**config.mk**
```make
export PLATFORM = sky130hd
export DESIGN_NAME = ccd_readout_timer
export DESIGN_NICKNAME = d
export VERILOG_FILES = /design/src/rtl/ccdt_pkg.sv /design/src/rtl/ccdt_pixdiv.sv /design/src/rtl/ccdt_seq.sv /design/src/rtl/ccdt_tagger.sv /design/src/rtl/ccdt_fifo.sv /design/src/rtl/ccd_readout_timer.sv
export SDC_FILE = /design/constraint.sdc
export NUM_CORES = 1
export LEC_CHECK = 0
export BUFFER_PORTS_ARGS = -buffer_cell sky130_fd_sc_hd__buf_2
export CAP_MARGIN = 20
export CELL_PAD_IN_SITES_DETAIL_PLACEMENT = 0
export CELL_PAD_IN_SITES_GLOBAL_PLACEMENT = 1
export CORE_MARGIN = 3
export CORE_UTILIZATION = 45
export CTS_CLUSTER_SIZE = 8
export DETAILED_ROUTE_END_ITERATION = 8
export GPL_ROUTABILITY_DRIVEN = 0
export GPL_TIMING_DRIVEN = 1
export PLACE_DENSITY = 0.81
export SETUP_SLACK_MARGIN = 0.5
export SYNTH_ARGS = -nofsm -noshare
export SYNTH_HDL_FRONTEND = slang
export SYNTH_SLANG_ARGS = --single-unit
export TNS_END_PERCENT = 1
```
**constraint.sdc**
```tcl
create_clock -name clk -period 2.8 [get_ports clk]
set_input_delay 0.28 -clock clk [delete_from_list [all_inputs] [get_ports clk]]
set_output_delay 0.28 -clock clk [all_outputs]
set_load 0.01 [all_outputs]
```
**src/rtl/ccdt_pkg.sv**
```systemverilog
package ccdt_pkg;
    typedef enum logic [1:0] {
        S_FILL  = 2'd0,
        S_XFER  = 2'd1,
        S_SHIFT = 2'd2,
        S_IDLE  = 2'd3
    } seq_state_t;
endpackage

```
**src/rtl/ccdt_pixdiv.sv**
```systemverilog
module ccdt_pixdiv #(
    parameter int PIX_DIV = 4
) (
    input  logic clk,
    input  logic rst_n,
    output logic pix_ce
);
    localparam int DW = (PIX_DIV > 1) ? $clog2(PIX_DIV) : 1;
    localparam logic [DW-1:0] LAST = DW'(PIX_DIV - 1);

    logic [DW-1:0] cnt;

    always_ff @(posedge clk) begin
        if (!rst_n)
            cnt <= '0;
        else if (cnt == LAST)
            cnt <= '0;
        else
            cnt <= cnt + 1'b1;
    end

    assign pix_ce = (cnt == LAST);
endmodule

```
**src/rtl/ccdt_seq.sv**
```systemverilog
module ccdt_seq
    import ccdt_pkg::*;
#(
    parameter int NPIX     = 128,
    parameter int XFER_CYC = 2,
    parameter int PER_W    = 16
) (
    input  logic             clk,
    input  logic             rst_n,
    input  logic             pix_ce,
    input  logic [PER_W-1:0] cfg_period,
    output logic             voxel_strobe,
    output logic             xfer_en,
    output logic             shift_en,
    output logic             frame_go
);
    localparam int MIN_PER = NPIX + XFER_CYC;
    localparam int SW      = $clog2(MIN_PER);
    localparam logic [PER_W-1:0] MIN_P = PER_W'(MIN_PER);

    seq_state_t       state, nxt;
    logic [SW-1:0]    step, step_n;
    logic [PER_W-1:0] pcnt, per_q, per_cfg;
    logic             period_end;

    assign per_cfg    = (cfg_period < MIN_P) ? MIN_P : cfg_period;
    assign period_end = (pcnt == per_q - 1'b1);
    assign frame_go   = pix_ce && period_end;

    // period counter: runs through integration and readout alike
    always_ff @(posedge clk) begin
        if (!rst_n) begin
            pcnt  <= '0;
            per_q <= MIN_P;
        end else if (pix_ce) begin
            if (period_end) begin
                pcnt  <= '0;
                per_q <= per_cfg;
            end else begin
                pcnt <= pcnt + 1'b1;
            end
        end
    end

    // next-state logic
    always_comb begin
        nxt    = state;
        step_n = step;
        if (period_end) begin
            nxt    = S_XFER;
            step_n = '0;
        end else begin
            unique case (state)
                S_FILL, S_IDLE: begin
                    nxt = state;
                end
                S_XFER: begin
                    if (step == SW'(XFER_CYC - 1)) begin
                        nxt    = S_SHIFT;
                        step_n = '0;
                    end else begin
                        step_n = step + 1'b1;
                    end
                end
                S_SHIFT: begin
                    if (step == SW'(NPIX - 1)) begin
                        nxt    = S_IDLE;
                        step_n = '0;
                    end else begin
                        step_n = step + 1'b1;
                    end
                end
                default: nxt = S_FILL;
            endcase
        end
    end

    // state register
    always_ff @(posedge clk) begin
        if (!rst_n) begin
            state <= S_FILL;
            step  <= '0;
        end else if (pix_ce) begin
            state <= nxt;
            step  <= step_n;
        end
    end

    // outputs
    always_comb begin
        voxel_strobe = 1'b0;
        xfer_en      = 1'b0;
        shift_en     = 1'b0;
        unique case (state)
            S_FILL, S_IDLE: ;
            S_XFER: begin
                xfer_en      = 1'b1;
                voxel_strobe = (step == '0);
            end
            S_SHIFT: shift_en = 1'b1;
            default: ;
        endcase
    end
endmodule

```
**src/rtl/ccdt_tagger.sv**
```systemverilog
module ccdt_tagger #(
    parameter int NPIX  = 128,
    parameter int ADC_W = 14,
    parameter int IW    = 7
) (
    input  logic              clk,
    input  logic              rst_n,
    input  logic              frame_go,
    input  logic              adc_valid,
    input  logic [ADC_W-1:0]  adc_data,
    input  logic              fifo_full,
    input  logic              ovf_clr,
    output logic              wr_en,
    output logic [ADC_W+IW:0] wr_entry,
    output logic              overflow
);
    logic [IW:0] idx;
    logic        in_win;
    logic        take;

    assign in_win   = (idx < (IW+1)'(NPIX));
    assign take     = adc_valid && in_win;
    assign wr_en    = take && !fifo_full;
    assign wr_entry = {(idx == '0), idx[IW-1:0], adc_data};

    // a word in the frame_go cycle still belongs to the closing frame
    always_ff @(posedge clk) begin
        if (!rst_n)
            idx <= (IW+1)'(NPIX);
        else if (frame_go)
            idx <= '0;
        else if (take)
            idx <= idx + 1'b1;
    end

    always_ff @(posedge clk) begin
        if (!rst_n)
            overflow <= 1'b0;
        else if (take && fifo_full)
            overflow <= 1'b1;
        else if (ovf_clr)
            overflow <= 1'b0;
    end
endmodule

```
**src/rtl/ccdt_fifo.sv**
```systemverilog
module ccdt_fifo #(
    parameter int W     = 22,
    parameter int DEPTH = 16
) (
    input  logic         clk,
    input  logic         rst_n,
    input  logic         wr,
    input  logic [W-1:0] din,
    input  logic         rd,
    output logic [W-1:0] dout,
    output logic         empty,
    output logic         full
);
    localparam int AW = (DEPTH > 1) ? $clog2(DEPTH) : 1;

    logic [W-1:0]  mem [DEPTH];
    logic [AW-1:0] wp, rp;
    logic [AW:0]   cnt;
    logic          do_wr, do_rd;

    assign empty = (cnt == '0);
    assign full  = (cnt == (AW+1)'(DEPTH));
    assign do_wr = wr && !full;
    assign do_rd = rd && !empty;
    assign dout  = mem[rp];

    always_ff @(posedge clk) begin
        if (do_wr)
            mem[wp] <= din;
    end

    always_ff @(posedge clk) begin
        if (!rst_n) begin
            wp  <= '0;
            rp  <= '0;
            cnt <= '0;
        end else begin
            if (do_wr)
                wp <= (wp == AW'(DEPTH - 1)) ? '0 : wp + 1'b1;
            if (do_rd)
                rp <= (rp == AW'(DEPTH - 1)) ? '0 : rp + 1'b1;
            if (do_wr && !do_rd)
                cnt <= cnt + 1'b1;
            else if (do_rd && !do_wr)
                cnt <= cnt - 1'b1;
        end
    end
endmodule

```
**src/rtl/ccd_readout_timer.sv**
```systemverilog
module ccd_readout_timer #(
    parameter int NPIX       = 128,
    parameter int XFER_CYC   = 2,
    parameter int PIX_DIV    = 4,
    parameter int ADC_W      = 14,
    parameter int PER_W      = 16,
    parameter int FIFO_DEPTH = 16,
    parameter int IW         = $clog2(NPIX)
) (
    input  logic             clk,
    input  logic             rst_n,
    input  logic [PER_W-1:0] cfg_period,
    input  logic             adc_valid,
    input  logic [ADC_W-1:0] adc_data,
    input  logic             ovf_clr,
    input  logic             fifo_rd,
    output logic             pix_ce,
    output logic             voxel_strobe,
    output logic             xfer_en,
    output logic             shift_en,
    output logic             fifo_empty,
    output logic             fifo_full,
    output logic [ADC_W-1:0] rd_data,
    output logic [IW-1:0]    rd_index,
    output logic             rd_sof,
    output logic             overflow
);
    localparam int EW = ADC_W + IW + 1;

    logic          frame_go;
    logic          fifo_wr;
    logic [EW-1:0] wr_entry, head;

    ccdt_pixdiv #(.PIX_DIV(PIX_DIV)) u_div (
        .clk    (clk),
        .rst_n  (rst_n),
        .pix_ce (pix_ce)
    );

    ccdt_seq #(.NPIX(NPIX), .XFER_CYC(XFER_CYC), .PER_W(PER_W)) u_seq (
        .clk          (clk),
        .rst_n        (rst_n),
        .pix_ce       (pix_ce),
        .cfg_period   (cfg_period),
        .voxel_strobe (voxel_strobe),
        .xfer_en      (xfer_en),
        .shift_en     (shift_en),
        .frame_go     (frame_go)
    );

    ccdt_tagger #(.NPIX(NPIX), .ADC_W(ADC_W), .IW(IW)) u_tag (
        .clk       (clk),
        .rst_n     (rst_n),
        .frame_go  (frame_go),
        .adc_valid (adc_valid),
        .adc_data  (adc_data),
        .fifo_full (fifo_full),
        .ovf_clr   (ovf_clr),
        .wr_en     (fifo_wr),
        .wr_entry  (wr_entry),
        .overflow  (overflow)
    );

    ccdt_fifo #(.W(EW), .DEPTH(FIFO_DEPTH)) u_fifo (
        .clk   (clk),
        .rst_n (rst_n),
        .wr    (fifo_wr),
        .din   (wr_entry),
        .rd    (fifo_rd),
        .dout  (head),
        .empty (fifo_empty),
        .full  (fifo_full)
    );

    assign rd_sof   = head[EW-1];
    assign rd_index = head[EW-2:ADC_W];
    assign rd_data  = head[ADC_W-1:0];
endmodule

```
==> qor.yml <==
outcome:
  status: "finished with violations"
  violations: "negative setup slack"
place:
  io_buffers: 63
  hpwl_um: 19500
  placed_cell_area_um2: 18500
layout:
  antenna_cells: 0
  multi_input_area_um2: 5490
  final_util_pct: 58.1
  fin_area_um2: 21600
  nFillCells: 2721
  drive_above_1_share_pct: 35.6
  seqCellArea_um2: 12000
  num-nets-final: 1193
  syn_to_final_growth_pct: 25.5
yosys:
  synth_common_cells: "352 x edfxtp_1, 110 x mux4_2, 70 x dfxtp_1, 55 x nor2_1, 35 x nand2_1"
  synth_area_leaders: "edfxtp_1 62%, mux4_2 14%, dfxtp_1 8.2%, xor2_1 1.6%, ha_1 1.4%"
  yosysMostFrequentCell: "edfxtp_1"
  synth.avg_cell_area_um2: 17.7
  synth.net_count: 1024
  synthArstFlopShare_pct: 0
  synth-seq-area-share_pct: 69.7
  ys_seq_elements: 422
  syn_area_um2: 17200
  synth_top_area_share_pct: 61.6
  synthFlopType: "edfxtp_1"
  synth.distinct_cells: 65
  yosys_warnings: 0
  synth_edf_count: 352
  synthCells: 969
  yosysTopAreaCell: "edfxtp_1"
worst_setup_path:
  rrSetupSlack_ns: 0.09
  critPathTopFamily: "multiplexers"
  endpoint_kind: "primary output"
  cp_num_buf_inv: 4
  reg2reg_from: "u_fifo.cnt[1]"
  cp_slowest_cell: "mux4_2"
  worstPathArrival_ns: 2.52
  startpoint_type: "flop"
  crit_fanout: 6
  reg2regPathDepth: 12
  required_ns: 2.52
  r2r-end: "u_fifo.cnt[4]"
  critPathKind: "flop to primary output"
  slowest_delay_ns: 0.51
  path_cells: "buf_12 > buf_12 > buf_16 > mux4_2 > mux4_2 > buf_6"
die:
  rows: 70
  pin_count: 64
  core-area_um2: 37100
  start_util_pct: 46.2
  die_h_um: 201
  die-area_um2: 40500
  die_x_um: 201
clocking:
  htree_levels: 2
  clock-sinks: 422
  root_buffer: "clkbuf_16"
  cts.path.max_buffers: 3
  tritoncts: "done"
  clock_latency_ns: 0.59
  cts.clk_slew.worst_paths_ns: 0.05
  cts_buffers: 58
pwr:
  p_leak_uw: 0.00705
  power_density_nw_per_um2: 735
  power_uw: 15900
  peakVddDrop_mv: 0.479
hold_path:
  hp-class: "input port to flop"
  worstHoldPathCells: 4
  holdPathEnd: "u_tag.overflow"
  hp-start: "ovf_clr"
grt:
  track_usage_pct: 19.4
  overflow: 0
  grt_pass1_vias: 9766
  grt_pass1_wl_um: 59700
  grt_max_degree: 45
  antenna_found_initial: 0
sta:
  rsz0062_at_grt: "yes"
  max_freq_ghz: 0.357
  relSlewSlack_pct: 54.3
  fin_ws_ns: -0.00382
  fin_crit_sh_pct: 100
  tns_ns: -0.00382
  worst_slew_pin_slew_ns: 0.685
  finClkSkew_ns: 0.0400
  hold_ws_ns: 0.0452
  setup_viol: 1
  period_minus_slack_ns: 2.80
  finalMaxSlewViolations: 0
  hold_viol_final: 0
job:
  maxCapViolCount: 0
drt:
  ant_nets: 0
  vias: 9485
  viasPerCell: 5.71
  wl_per_cell_um: 23.9
  route.detailed.drc: 0
  dr.pass1.iters: 5
  routed_wirelength_um: 39800
  drtIter0Drc: 657
metrics by stage:
| stage | worst slack, ns | cells |
|---|---|---|
| after CTS | -0.00972 | 1646 |
| after global placement | 0.151 | 1532 |
| final | -0.00382 | 1661 |
| after global routing | -0.0821 | 1661 |
| after detailed placement | 0.126 | 1532 |
| after floorplan | 0.216 | 969 |
final cells by class:
cell class | instances | share of cell area (%)
Clock inverter | 2 | 0.215
Tap cell | 504 | 2.93
Multi-Input combinational cell | 483 | 25.4
Clock buffer | 77 | 7.16
Inverter | 20 | 0.371
Sequential cell | 422 | 55.7
Timing Repair Buffer | 153 | 8.21
tightest hold or removal path, stage by stage:
cell and delay (ns):
buf_2 0.08, nor2b_1 0.03, a21oi_1 0.11, nor2_1 0.05
repair_timing:
| item | CTS | global route |
|---|---|---|
| hold buffers | 16 | 0 |
| buffers inserted | 9 | 11 |
| endpoints found under the setup margin | 118 | 220 |
| cloned | 10 | 4 |
| pin swaps | 84 | 78 |
| resized for setup | 109 | 68 |
| endpoints found under the hold margin | 16 | 0 |
where the power goes:
| part | internal, µW | leakage, µW | switching [µW] |
|---|---|---|---|
| logic | 1610 | 0.00251 | 1130 |
| registers | 6830 | 0.00377 | 72.3 |
| clock network | 3770 | 0.000767 | 2450 |
| total | 12200 | 0.00705 | 3650 |
registers in the layout, indices dropped and copies added, names as in the netlist, named ones only:
name	cells
u_div.cnt	2
u_fifo.wp	4
u_tag.idx	8
u_fifo.rp	4
u_seq.state	2
u_seq.step	8
u_seq.pcnt	16
u_fifo.cnt	5
u_seq.per_q	16
u_tag.overflow	1
u_fifo.mem	352
layer usage:
layer,part of all wire [%],track usage (%),up-vias
li1,-,-,4198
met1,40,25.4,4869
met2,52,33.0,345
met3,5.8,3.69,73
met4,2.6,6.23,0
met5,0,0,-
how the worst max path moves through the flow:
stage | start | end | slack (ns) | cells after the start
global placement | u_fifo.cnt[3] | u_fifo.cnt[4] | 0.15 | 12
CTS | flop | rd_data[1] | -0.01 | 5
floorplan | u_fifo.cnt[1] | u_fifo.cnt[4] | 0.22 | 12
global route | flop | rd_data[7] | -0.08 | 6
detailed placement | u_fifo.cnt[3] | u_fifo.cnt[4] | 0.13 | 12
finish | flop | rd_data[7] | -0.004 | 6
cell usage in the layout, fill, tap and decap left out, types with 5 or more instances in the layout:
master         count
a21oi_1           23
a31oi_1            6
and2_1            16
and3_1             9
buf_12            20
buf_16            12
buf_2             43
buf_4             24
buf_6             34
clkbuf_1          18
clkbuf_16         63
dfxtp_1           57
dfxtp_2            7
dfxtp_4            6
dlygate4sd3_1     16
edfxtp_1         352
ha_1              14
inv_1             17
mux2i_1            9
mux4_2           110
nand2_1           33
nand2b_1           6
nand3_1           21
nand4_1            7
nor2_1            29
nor2_4            24
nor2b_1            6
nor3_1             9
o21ai_0            8
o21ai_1            5
o21ai_2            6
or3_1              5
xnor2_1           13
xor2_1            30
kinds of logic after synthesis:
| kind of cell | synth area share, % |
|---|---|
| simple gates | 6.67 |
| fa+ha+maj | 1.50 |
| buf+inv | 1.52 |
| flops | 69.7 |
| mux | 15.0 |
| xor+xnor | 2.43 |
| compound gates | 3.15 |
Power figures use the tool's default switching activity.
